### config.mk
export PLATFORM = sky130hd
export DESIGN_NAME = pdm_stereo_rx
export DESIGN_NICKNAME = d
export VERILOG_FILES = /design/src/rtl/pdm_rx_pkg.sv /design/src/rtl/pdm_bclk_gen.sv /design/src/rtl/pdm_wake_timer.sv /design/src/rtl/pdm_chan_capture.sv /design/src/rtl/pdm_stereo_rx.sv
export SDC_FILE = /design/constraint.sdc
export NUM_CORES = 1
export LEC_CHECK = 0
export ABC_CLOCK_PERIOD_IN_PS = 1900
export BUFFER_PORTS_ARGS = -buffer_cell sky130_fd_sc_hd__buf_2
export CAP_MARGIN = 40
export CORE_MARGIN = 4
export CORE_UTILIZATION = 50
export DETAILED_ROUTE_END_ITERATION = 10
export PLACE_DENSITY = 0.79
export SYNTH_ARGS = -nofsm -noshare
export SYNTH_HDL_FRONTEND = slang
export SYNTH_HIERARCHICAL = 1
export SYNTH_SLANG_ARGS = --single-unit
export TNS_END_PERCENT = 10
### constraint.sdc
create_clock -name clk -period 1.9 [get_ports clk]
set_input_delay 0.19 -clock clk [delete_from_list [all_inputs] [get_ports clk]]
set_output_delay 0.19 -clock clk [all_outputs]
set_load 0.02 [all_outputs]
### src/rtl/pdm_rx_pkg.sv
`timescale 1ns/1ps
package pdm_rx_pkg;
  // Channel identity; the value matches the strap level of the microphone.
  typedef enum logic {
    CH_RIGHT = 1'b0,
    CH_LEFT  = 1'b1
  } chan_e;

  localparam int unsigned NUM_CH = 2;

  // Legal bit clock band in Hz.
  localparam longint unsigned BCLK_MIN_HZ = 64'd1_000_000;
  localparam longint unsigned BCLK_MAX_HZ = 64'd3_300_000;

  function automatic chan_e chan_of(input int unsigned idx);
    return (idx == 0) ? CH_RIGHT : CH_LEFT;
  endfunction
endpackage

### src/rtl/pdm_bclk_gen.sv
`timescale 1ns/1ps
module pdm_bclk_gen #(
  parameter int unsigned CLK_DIV = 40
) (
  input  logic clk,
  input  logic rst_n,
  input  logic enable,
  output logic bclk,
  output logic pre_rise,
  output logic pre_fall
);
  localparam int unsigned HALF = CLK_DIV / 2;
  localparam int unsigned PW   = (CLK_DIV > 1) ? $clog2(CLK_DIV) : 1;
  localparam logic [PW-1:0] LAST   = PW'(CLK_DIV - 1);
  localparam logic [PW-1:0] MID    = PW'(HALF);
  localparam logic [PW-1:0] MID_M1 = PW'(HALF - 1);

  logic [PW-1:0] phase_q, phase_d;

  always_comb begin
    if (!enable)             phase_d = '0;
    else if (phase_q == LAST) phase_d = '0;
    else                     phase_d = phase_q + 1'b1;
  end

  // Edge of mic_clk happens on the same system edge that these flags are seen.
  assign pre_rise = enable && (phase_q == MID_M1);
  assign pre_fall = enable && (phase_q == LAST);

  always_ff @(posedge clk or negedge rst_n) begin
    if (!rst_n) begin
      phase_q <= '0;
      bclk    <= 1'b0;
    end else begin
      phase_q <= phase_d;
      bclk    <= enable && (phase_d >= MID);
    end
  end
endmodule

### src/rtl/pdm_wake_timer.sv
`timescale 1ns/1ps
module pdm_wake_timer #(
  parameter int unsigned WAKE_CYCLES = 1_000_000
) (
  input  logic clk,
  input  logic rst_n,
  input  logic enable,
  output logic awake
);
  localparam int unsigned WW = $clog2(WAKE_CYCLES + 1);
  localparam logic [WW-1:0] LIMIT = WW'(WAKE_CYCLES);

  logic [WW-1:0] count_q;

  always_ff @(posedge clk or negedge rst_n) begin
    if (!rst_n)               count_q <= '0;
    else if (!enable)         count_q <= '0;
    else if (count_q != LIMIT) count_q <= count_q + 1'b1;
  end

  assign awake = (count_q == LIMIT);
endmodule

### src/rtl/pdm_chan_capture.sv
`timescale 1ns/1ps
module pdm_chan_capture (
  input  logic clk,
  input  logic rst_n,
  input  logic take,
  input  logic awake,
  input  logic line,
  output logic bit_q,
  output logic valid_q
);
  always_ff @(posedge clk or negedge rst_n) begin
    if (!rst_n) begin
      bit_q   <= 1'b0;
      valid_q <= 1'b0;
    end else begin
      valid_q <= take && awake;
      if (take) bit_q <= line;
    end
  end
endmodule

### src/rtl/pdm_stereo_rx.sv
`timescale 1ns/1ps
module pdm_stereo_rx
  import pdm_rx_pkg::*;
#(
  parameter int unsigned SYS_FREQ_HZ = 100_000_000,
  parameter int unsigned CLK_DIV     = 40,
  parameter int unsigned WAKE_CYCLES = 1_000_000
) (
  input  logic clk,
  input  logic rst_n,
  input  logic enable,
  input  logic mic_data,
  output logic mic_clk,
  output logic right_bit,
  output logic right_valid,
  output logic left_bit,
  output logic left_valid
);
  localparam longint unsigned BCLK_HZ = longint'(SYS_FREQ_HZ) / longint'(CLK_DIV);

  generate
    if ((CLK_DIV % 2) != 0 || CLK_DIV < 4)
      $error("pdm_stereo_rx: CLK_DIV must be even and at least 4");
    if (BCLK_HZ < BCLK_MIN_HZ || BCLK_HZ > BCLK_MAX_HZ)
      $error("pdm_stereo_rx: bit clock outside 1.0-3.3 MHz");
    if (WAKE_CYCLES < 1)
      $error("pdm_stereo_rx: WAKE_CYCLES must be positive");
  endgenerate

  logic pre_rise, pre_fall, awake;
  logic [NUM_CH-1:0] ch_bit, ch_valid;

  pdm_bclk_gen #(.CLK_DIV(CLK_DIV)) u_bclk (
    .clk(clk), .rst_n(rst_n), .enable(enable),
    .bclk(mic_clk), .pre_rise(pre_rise), .pre_fall(pre_fall)
  );

  pdm_wake_timer #(.WAKE_CYCLES(WAKE_CYCLES)) u_wake (
    .clk(clk), .rst_n(rst_n), .enable(enable), .awake(awake)
  );

  // Right drives while the clock is low: grab at the rise. Left is the mirror.
  for (genvar c = 0; c < NUM_CH; c++) begin : g_ch
    localparam chan_e CH = chan_of(c);
    logic take;
    assign take = (CH == CH_RIGHT) ? pre_rise : pre_fall;
    pdm_chan_capture u_cap (
      .clk(clk), .rst_n(rst_n), .take(take), .awake(awake),
      .line(mic_data), .bit_q(ch_bit[c]), .valid_q(ch_valid[c])
    );
  end

  assign right_bit   = ch_bit[0];
  assign right_valid = ch_valid[0];
  assign left_bit    = ch_bit[1];
  assign left_valid  = ch_valid[1];
endmodule

==> flow_summary_export.csv, run 1 <==
group,metric,value,unit
status,outcome,"finished, final reports clean",
synth,synthesis.nets,163,
sta,setup_viol,0,
die,die-area,4060,µm²
pwr,clockPowerShare,0.337,
die,die_height,63.7,µm
sta,relSlewSlack,0.562,
routing,drtIter0Drc,80,
clocking,clk-insertion-delay-late,0.35,ns
die,num_rows,19,
worst_hold_path,min_path_type,"in -> reg",
global_route,grt_start_max_net_pins,32,
placed_design,globalplace.congestion,0.779,
sta,finClkSkew,0.0133,ns
synth,ys_seq_elements,31,
sta,period_share,0.950,
routing,drc,0,
finish,fill_cells,236,
pwr,power_leakage,0.757,nW
die,core_area,2850,µm²
die,ios,9,
sta,whs,0.0837,ns
clocking,cts_buffer_depth,2,
clocking,cts_buffers,5,
synth,syn_area,1550,µm²
pwr,vdd_drop_max,331,µV
flow_run,maxCapViolations,0,
global_route,first_global_vias,1154,
pwr,seqPwrFrac,0.604,
pwr,p_comb_frac,0.060,
synth,avgSynthCellArea,9.95,µm²
sta,fin_crit,1.81,ns
sta,worst_slack,0.0945,ns
clocking,cts_tree,"yes",
placed_design,pre_cts_ws,0.0783,ns
sta,max_freq,554,MHz
die,die_w,63.7,µm
critical_path,worst-setup-path-type,"reg -> reg",
die,initial_core_util,0.544,
finish,diodes,0,
finish,layout-drive-gt1-share,0.164,
sta,worst_slew_pin_slew,0.657,ns
routing,ant_nets,0,
placed_design,port_buffers,8,
clocking,clk_pin_slew,0.11,ns
synth,seq_area_frac_synth,0.500,
critical_path,required,2.14,ns
pwr,internal_power,0.838,mW
synth,synth.distinct_cells,34,
critical_path,crit_path_start_kind,"flop",
clocking,root_buffer,"clkbuf_4",
routing,via_count,1169,
sta,slew_violations,0,
pwr,swShare,0.262,
finish,syn_to_final_growth,12.0,%
global_route,grt_use_total,0.158,
global_route,antenna_found_initial,0,
routing,wl_per_cell,13.5,µm
placed_design,dp_hpwl,1960,µm
synth,yosys_warnings,6,
synth,syn-instance-count,156,
sta,hold_violations,0,
pwr,p_per_area,653,nW/µm²
routing,drtPass1Iterations,4,
finish,final_nets,183,
global_route,grt_pass1_wl,4930,µm
finish,final_area,1740,µm²
routing,vias_per_cell,5.62,
placed_design,dpl_cell_area,1670,µm²
critical_path,critPathArrivalTime,2.05,ns
sta,rsz0062_at_grt,"no",
global_route,grt_overflow,0,
critical_path,path_max_fanout,4,
routing,routed_wl,2810,µm
sta,fin_setup_tns,0,ns
critical_path,end_kind,"flop",
clocking,numClockSinks,31,
clocking,h-tree-depth,2,
pwr,switchingPower,0.298,mW
[flip-flops by register name, summed over array words and instances (netlist names)]
register and cells:
g_ch.u_cap/valid_q 2, u_bclk/bclk 1, g_ch.u_cap/bit_q 2, u_wake/count_q 20, u_bclk/phase_q 6
[layer usage]
| metal | wire, µm | GRT usage | vias up | share of wire |
|---|---|---|---|---|
| li1 | - | - | 585 | - |
| met1 | 1270 | 0.197 | 551 | 0.45 |
| met2 | 1330 | 0.239 | 27 | 0.47 |
| met3 | 149 | 0.0568 | 6 | 0.053 |
| met4 | 63 | 0.0863 | 0 | 0.022 |
| met5 | 0 | 0 | - | 0 |
[kinds of logic after synthesis]
| group | share of synthesized area |
|---|---|
| compound gates | 0.0677 |
| fa+ha+maj | 0.0242 |
| xor+xnor | 0.0677 |
| simple gates | 0.277 |
| flops | 0.500 |
| mux | 0.0387 |
| buf+inv | 0.0250 |
[cell usage after synthesis]
| library cell | count | area (µm²) |
|---|---|---|
| buf_2 | 1 | 5.00 |
| or4_1 | 2 | 15.0 |
| o21ai_0 | 7 | 35.0 |
| nand4_1 | 3 | 18.8 |
| mux2i_1 | 3 | 30.0 |
| nor3b_1 | 1 | 7.51 |
| and2_1 | 5 | 31.3 |
| a211o_1 | 1 | 8.76 |
| nand4b_1 | 2 | 17.5 |
| dfrtp_1 | 31 | 776 |
| ha_1 | 3 | 37.5 |
| nand2b_1 | 6 | 37.5 |
| nand2_1 | 9 | 33.8 |
| mux2_4 | 2 | 30.0 |
| inv_1 | 7 | 26.3 |
| nand3_1 | 11 | 55.1 |
| nor2_1 | 11 | 41.3 |
| or3_1 | 6 | 37.5 |
| clkinv_1 | 1 | 3.75 |
| a21oi_1 | 9 | 45.0 |
| or4bb_2 | 1 | 12.5 |
| xor2_1 | 4 | 35.0 |
| nor4_1 | 4 | 25.0 |
| nor2b_1 | 2 | 12.5 |
| a22o_1 | 1 | 8.76 |
| nand3_2 | 1 | 10.0 |
| xnor2_1 | 8 | 70.1 |
| o211ai_1 | 1 | 7.51 |
| buf_1 | 1 | 3.75 |
| and3_1 | 1 | 6.26 |
| and2_2 | 2 | 15.0 |
| nor3_1 | 7 | 35.0 |
| nor4bb_1 | 1 | 10.0 |
| and4_1 | 1 | 8.76 |
[power by group through the flow]
| stage | clock network (mW) | registers, mW | logic [mW] |
|---|---|---|---|
| 6_report | 0.382 | 0.686 | 0.0678 |
| 5_1_grt | 0.435 | 0.688 | 0.0778 |
| 4_1_cts | 0.396 | 0.686 | 0.0690 |
| 3_5_place_dp | 0 | 0.699 | 0.0669 |
| 3_3_place_gp | 0 | 0.698 | 0.0649 |
| 2_1_floorplan | 0 | 0.698 | 0.0337 |
[through the flow]
stage	utilization	instances	power, mW
floorplan	-	156	0.732
global placement	0.585	199	0.763
detailed placement	0.585	199	0.766
CTS	0.608	208	1.15
global route	0.610	208	1.20
finish	0.610	208	1.14
[layout by cell type (no fill, tap or decap), types with 7 or more instances in the layout]
master,n
dfrtp_1,31
nand3_1,11
nor2_1,11
a21oi_1,9
nand2_1,9
buf_2,8
xnor2_1,8
inv_1,7
o21ai_0,7
nor3_1,7
[path summary, 6_finish.rpt]
path | slack [ns] | startpoint | cells after the start | end
hold / removal | 0.08 | mic_data | 2 | g_ch[0].u_cap/bit_q$_DFFE_PN0P_
min in group asynchronous | 0.40 | rst_n | 2 | g_ch[0].u_cap/bit_q$_DFFE_PN0P_
setup / recovery | 0.09 | u_bclk/phase_q[0]$_DFF_PN0_ | 4 | g_ch[0].u_cap/bit_q$_DFFE_PN0P_
setup reg to reg | 0.09 | u_bclk/phase_q[0]$_DFF_PN0_ | 4 | g_ch[0].u_cap/bit_q$_DFFE_PN0P_
hold reg to reg | 0.49 | u_bclk/phase_q[0]$_DFF_PN0_ | 1 | u_bclk/phase_q[0]$_DFF_PN0_
max in group asynchronous | 1.07 | rst_n | 2 | u_wake/count_q[7]$_DFFE_PN0P_
[layout make-up]
cell class / count / area [µm²] / area share
clock inverters: 3 / 20.0 / 0.0115
flip-flops and latches: 31 / 776 / 0.446
multi-input cells: 115 / 742 / 0.427
well taps: 31 / 38.8 / 0.0223
inverters: 8 / 30.0 / 0.0173
repair buffers: 15 / 95.1 / 0.0547
clock buffers: 5 / 37.5 / 0.0216
[critical path, stage by stage (launching register included)]
cell,delay (ns)
dfrtp_1,0.41
ha_1,0.18
or4bb_2,0.61
nor2_1,0.20
mux2_4,0.32
[repair_timing]
| action | in CTS | in global routing |
|---|---|---|
| resized for setup | 0 | 1 |
| hold buffers | 1 | 0 |
| setup endpoints to repair | 0 | 4 |
| hold endpoints to repair | 31 | 0 |
| setup buffers | 0 | 0 |
(Power assumes the default switching activity.)
==> run 2: changes to the inputs <==
Settings changed: BUFFER_PORTS_ARGS -buffer_cell sky130_fd_sc_hd__buf_2 to unset, DONT_BUFFER_PORTS set to 1, PLACE_DENSITY 0.79 to unset, PLACE_DENSITY_LB_ADDON set to 0.05.
==> flow_summary_export.csv, run 2 (same netlist as run 1, synthesis figures left out) <==
group,metric,value,unit
critical_path,critPathArrivalTime,2.01,ns
critical_path,worstReg2RegEnd,"g_ch[0].u_cap/bit_q$_DFFE_PN0P_",
placed_design,dpl_cell_area,1640,µm²
sta,max_freq,556,MHz
status,outcome,"finished, final reports clean",
finish,diodes,0,
clocking,post-cts-setup-buffers,0,
pwr,vdd_drop_max,493,µV
global_route,antenna_found_initial,0,
die,num_rows,19,
critical_path,rrSetupSlack,0.10,ns
sta,setup_viol,0,
finish,layout-drive-gt1-share,0.132,
die,die_height,63.7,µm
critical_path,cp_slowest_stage_delay,0.61,ns
routing,ant_nets,0,
pwr,p_comb_frac,0.049,
pwr,seqPwrFrac,0.499,
clocking,root_buffer,"clkbuf_4",
worst_hold_path,min_path_type,"in -> reg",
critical_path,reg2reg_from,"u_bclk/phase_q[0]$_DFF_PN0_",
clocking,clk-insertion-delay-late,0.32,ns
pwr,switchingPower,0.268,mW
worst_hold_path,whs_path_depth,1,
routing,routed_wl,2770,µm
placed_design,port_buffers,0,
critical_path,crit_buf_inv,0,
finish,final_nets,180,
sta,rsz0062_at_grt,"no",
finish,layout_commonest_cell,"dfrtp_1",
critical_path,crit_path_start_kind,"flop",
die,die-area,4060,µm²
routing,drtPass1Iterations,4,
clocking,clk_pin_slew,0.10,ns
placed_design,dp_hpwl,1930,µm
sta,worst_slew_pin_slew,0.492,ns
die,core_area,2850,µm²
pwr,clockPowerShare,0.452,
critical_path,path_max_fanout,4,
die,initial_core_util,0.544,
routing,wl_per_cell,13.5,µm
critical_path,crit_chain,"ha_1 > or4bb_2 > nor2_1 > mux2_4",
critical_path,required,2.11,ns
pwr,internal_power,1.11,mW
sta,hold_violations,0,
pwr,swShare,0.194,
clocking,cts_buffer_depth,2,
die,die_w,63.7,µm
sta,finClkSkew,0.0102,ns
sta,period_share,0.947,
pwr,power_leakage,0.773,nW
global_route,grt_overflow,0,
die,ios,9,
pwr,p_per_area,767,nW/µm²
global_route,grt_pass1_wl,5020,µm
global_route,grt_start_max_net_pins,32,
finish,syn_to_final_growth,15.8,%
sta,relSlewSlack,0.670,
flow_run,maxCapViolations,0,
clocking,h-tree-depth,2,
routing,drtIter0Drc,77,
sta,fin_crit,1.80,ns
critical_path,r2r_cells,4,
global_route,grt_use_total,0.161,
clocking,numClockSinks,31,
finish,reg_top3,"u_wake/count_q: 20 flops, u_bclk/phase_q: 6 flops",
routing,vias_per_cell,5.71,
clocking,cts_buffers,5,
global_route,first_global_vias,1147,
routing,drc,0,
clocking,cts_tree,"yes",
critical_path,worst-setup-path-type,"reg -> reg",
sta,slew_violations,0,
finish,final_area,1800,µm²
placed_design,globalplace.congestion,0.762,
worst_hold_path,hold_start,"enable",
critical_path,end_kind,"flop",
finish,largest_reg_flops,20,
sta,fin_setup_tns,0,ns
critical_path,crit_family,"simple AND/OR/NAND/NOR gates",
finish,regMostFlops,"u_wake/count_q",
critical_path,slowest_stage,"or4bb_2",
finish,final_cell_mix,"dfrtp_1 (31), nand3_1 (11), nor2_1 (11)",
routing,via_count,1170,
worst_hold_path,min_to,"u_bclk/phase_q[4]$_DFF_PN0_",
-- run 2: worst reg2reg max path: cells and delay by family (launching register included) --
kind	cells	cell delay, ns
fa+ha+maj	1	0.18
flops	1	0.40
mux	1	0.32
simple gates	2	0.80
-- run 2: metal layers --
metal  GRT usage  up-vias  part of all wire
met5           0        -                 0
met4      0.0512        0            0.0051
met3      0.0782        2             0.058
met2       0.233       29              0.41
met1       0.211      553              0.53
li1            -      586                 -
-- run 2: repair_timing --
item / in CTS / in global routing
hold buffers: 4 / 0
hold endpoints to repair: 42 / 0
gates resized for setup: 0 / 1
setup endpoints to repair: 0 / 4
-- run 2: cell type report --
type / count / area [µm²]
well taps: 31 / 38.8
flip-flops and latches: 31 / 776
multi-input cells: 115 / 742
inverters: 8 / 30.0
fillers: 250 / 1050
clock inverters: 2 / 60.1
repair buffers: 12 / 110
clock buffers: 6 / 41.3
-- run 2: worst max path at each step --
stage                                   from                               to  slack (ns)  cells after the start
6_report         u_bclk/phase_q[0]$_DFF_PN0_  g_ch[0].u_cap/bit_q$_DFFE_PN0P_        0.10                      4
3_3_place_gp     u_bclk/phase_q[0]$_DFF_PN0_  g_ch[0].u_cap/bit_q$_DFFE_PN0P_        0.13                      4
2_1_floorplan    u_bclk/phase_q[0]$_DFF_PN0_  g_ch[0].u_cap/bit_q$_DFFE_PN0P_        0.15                      4
5_1_grt        u_wake/count_q[2]$_DFFE_PN0P_   u_wake/count_q[17]$_DFFE_PN0P_        0.02                      4
3_5_place_dp   u_wake/count_q[2]$_DFFE_PN0P_   u_wake/count_q[17]$_DFFE_PN0P_        0.09                      4
4_1_cts        u_wake/count_q[2]$_DFFE_PN0P_   u_wake/count_q[17]$_DFFE_PN0P_        0.07                      4
-- run 2: power groups by stage --
stage | registers (mW) | clock network (mW) | logic [mW]
4_1_cts | 0.688 | 0.646 | 0.0693
6_report | 0.688 | 0.623 | 0.0677
2_1_floorplan | 0.698 | 0 | 0.0337
3_3_place_gp | 0.701 | 0 | 0.0421
5_1_grt | 0.690 | 0.685 | 0.0767
3_5_place_dp | 0.701 | 0 | 0.0419
-- run 2: metrics by stage --
step	setup WS, ns	cells	hold slack [ns]	total power, mW	utilization
floorplan	0.153	156	-0.106	0.732	-
finish	0.100	205	0.0333	1.38	0.630
global route	0.0181	205	0.00384	1.45	0.630
global placement	0.126	193	-0.105	0.743	0.576
CTS	0.0686	205	0.00826	1.40	0.629
detailed placement	0.0859	193	-0.105	0.743	0.576
==> run 3: changes to the inputs <==
Settings changed: GPL_ROUTABILITY_DRIVEN set to 1, GPL_TIMING_DRIVEN set to 1, PLACE_DENSITY_LB_ADDON 0.05 to unset.
==> flow_summary_export.csv, run 3 (same netlist as run 1, synthesis figures left out) <==
group,metric,value,unit
clocking,root_buffer,"clkbuf_4",
finish,fill_cells,242,
critical_path,rrSetupSlack,0.1,ns
pwr,power_leakage,0.773,nW
global_route,grt_overflow,0,
routing,drtPass1Iterations,4,
global_route,grt_use_met1,0.222,
sta,fin_setup_tns,0,ns
global_route,first_global_vias,1213,
worst_hold_path,whs_path_depth,2,
sta,hold_violations,0,
routing,drc,0,
critical_path,r2r_cells,4,
clocking,cts_buffer_depth,2,
placed_design,dpl_cell_area,1640,µm²
pwr,internal_power,1.01,mW
pwr,p_total,1.30,mW
die,ios,9,
die,core_area,2850,µm²
clocking,clk_pin_slew,0.10,ns
pwr,swShare,0.224,
routing,drtIter0Drc,62,
finish,final_cell_mix,"dfrtp_1 (31), nand3_1 (11), nor2_1 (11)",
routing,vias_per_cell,5.83,
finish,final_area,1790,µm²
finish,regMostFlops,"u_wake/count_q",
clocking,cts_buffers,5,
critical_path,end_kind,"flop",
finish,final_core_util,0.629,
die,die_height,63.7,µm
die,die-area,4060,µm²
sta,whs,0.0119,ns
critical_path,crit_path_start_kind,"flop",
sta,period_share,0.948,
die,die_w,63.7,µm
global_route,antenna_found_initial,0,
global_route,use_met3,0.0675,
clocking,h-tree-depth,2,
worst_hold_path,min_path_type,"in -> reg",
finish,diodes,0,
placed_design,globalplace.congestion,0.812,
global_route,grt_start_max_net_pins,32,
sta,worst_slack,0.0980,ns
worst_hold_path,min_to,"u_wake/count_q[16]$_DFFE_PN0P_",
sta,slew_violations,0,
sta,fin_crit,1.80,ns
global_route,grt_pass1_wl,5550,µm
finish,layout-drive-gt1-share,0.137,
pwr,p_per_area,727,nW/µm²
worst_hold_path,hold_start,"enable",
placed_design,dp_cells,193,
clocking,clk-insertion-delay-late,0.33,ns
critical_path,reg2reg_from,"u_wake/count_q[2]$_DFFE_PN0P_",
die,initial_core_util,0.544,
global_route,use_met2,0.274,
critical_path,required,2.14,ns
finish,largest_reg_flops,20,
routing,wl_per_cell,14.9,µm
sta,finClkSkew,0.00477,ns
sta,setup_viol,0,
finish,final_cells,206,
flow_run,maxCapViolations,0,
sta,relSlewSlack,0.679,
clocking,cts_tree,"yes",
global_route,busiest_layer,"met2",
placed_design,dp_hpwl,2080,µm
clocking,numClockSinks,31,
global_route,grt_use_total,0.177,
finish,layout_commonest_cell,"dfrtp_1",
pwr,seqPwrFrac,0.528,
critical_path,worstReg2RegEnd,"u_wake/count_q[17]$_DFFE_PN0P_",
die,num_rows,19,
pwr,p_comb_frac,0.053,
critical_path,worst-setup-path-type,"reg -> reg",
pwr,switchingPower,0.291,mW
pwr,vdd_drop_max,679,µV
critical_path,critPathArrivalTime,2.04,ns
finish,reg_top3,"u_wake/count_q: 20 flops, u_bclk/phase_q: 6 flops",
critical_path,cp-startpoint,"u_wake/count_q[2]$_DFFE_PN0P_",
sta,max_freq,555,MHz
placed_design,port_buffers,0,
routing,routed_wl,3070,µm
routing,ant_nets,0,
finish,syn_to_final_growth,15.5,%
finish,final_nets,181,
placed_design,pre_cts_ws,0.0614,ns
pwr,clockPowerShare,0.419,
routing,via_count,1202,
sta,worst_slew_pin_slew,0.478,ns
status,outcome,"finished, final reports clean",
sta,rsz0062_at_grt,"no",
critical_path,path_max_fanout,8,
[run 3: worst max-delay path by stage]
stage	cells past startpoint	slack, ns	end
finish	4	0.1	u_wake/count_q[17]$_DFFE_PN0P_
global route	4	0.02	g_ch[0].u_cap/bit_q$_DFFE_PN0P_
CTS	4	0.05	u_wake/count_q[17]$_DFFE_PN0P_
detailed placement	4	0.06	u_wake/count_q[17]$_DFFE_PN0P_
global placement	4	0.11	g_ch[0].u_cap/bit_q$_DFFE_PN0P_
floorplan	4	0.15	g_ch[0].u_cap/bit_q$_DFFE_PN0P_
[run 3: area by class of cell]
cell class	count	area, µm²	area share
Inverter	8	30.0	0.0167
Tap cell	31	38.8	0.0216
Multi-Input combinational cell	115	742	0.414
Sequential cell	31	776	0.433
Clock buffer	6	51.3	0.0286
Clock inverter	2	35.0	0.0195
Timing Repair Buffer	13	120	0.0670
[run 3: worst max-delay path: stages, from the launching register on]
cell and delay [ns]:
dfrtp_1 0.45, nand3_1 0.14, or4_4 0.60, or3_1 0.36, a21oi_1 0.16
[run 3: repair_timing]
action,in CTS,in global routing
resized for setup,0,1
hold buffers,4,1
endpoints found under the hold margin,42,2
setup buffers,0,0
endpoints found under the setup margin,0,4
[run 3: power by group through the flow]
stage	clock network (mW)	registers (mW)	logic [mW]
after floorplan	0	0.698	0.0337
after global placement	0	0.702	0.0413
after detailed placement	0	0.701	0.0426
after CTS	0.565	0.689	0.0683
after global routing	0.607	0.692	0.0797
final	0.546	0.689	0.0688
[run 3: per-layer routing]
layer	up-vias	routed length, µm
met5	-	0
li1	584	-
met2	31	1410
met3	4	155
met1	583	1470
met4	0	33
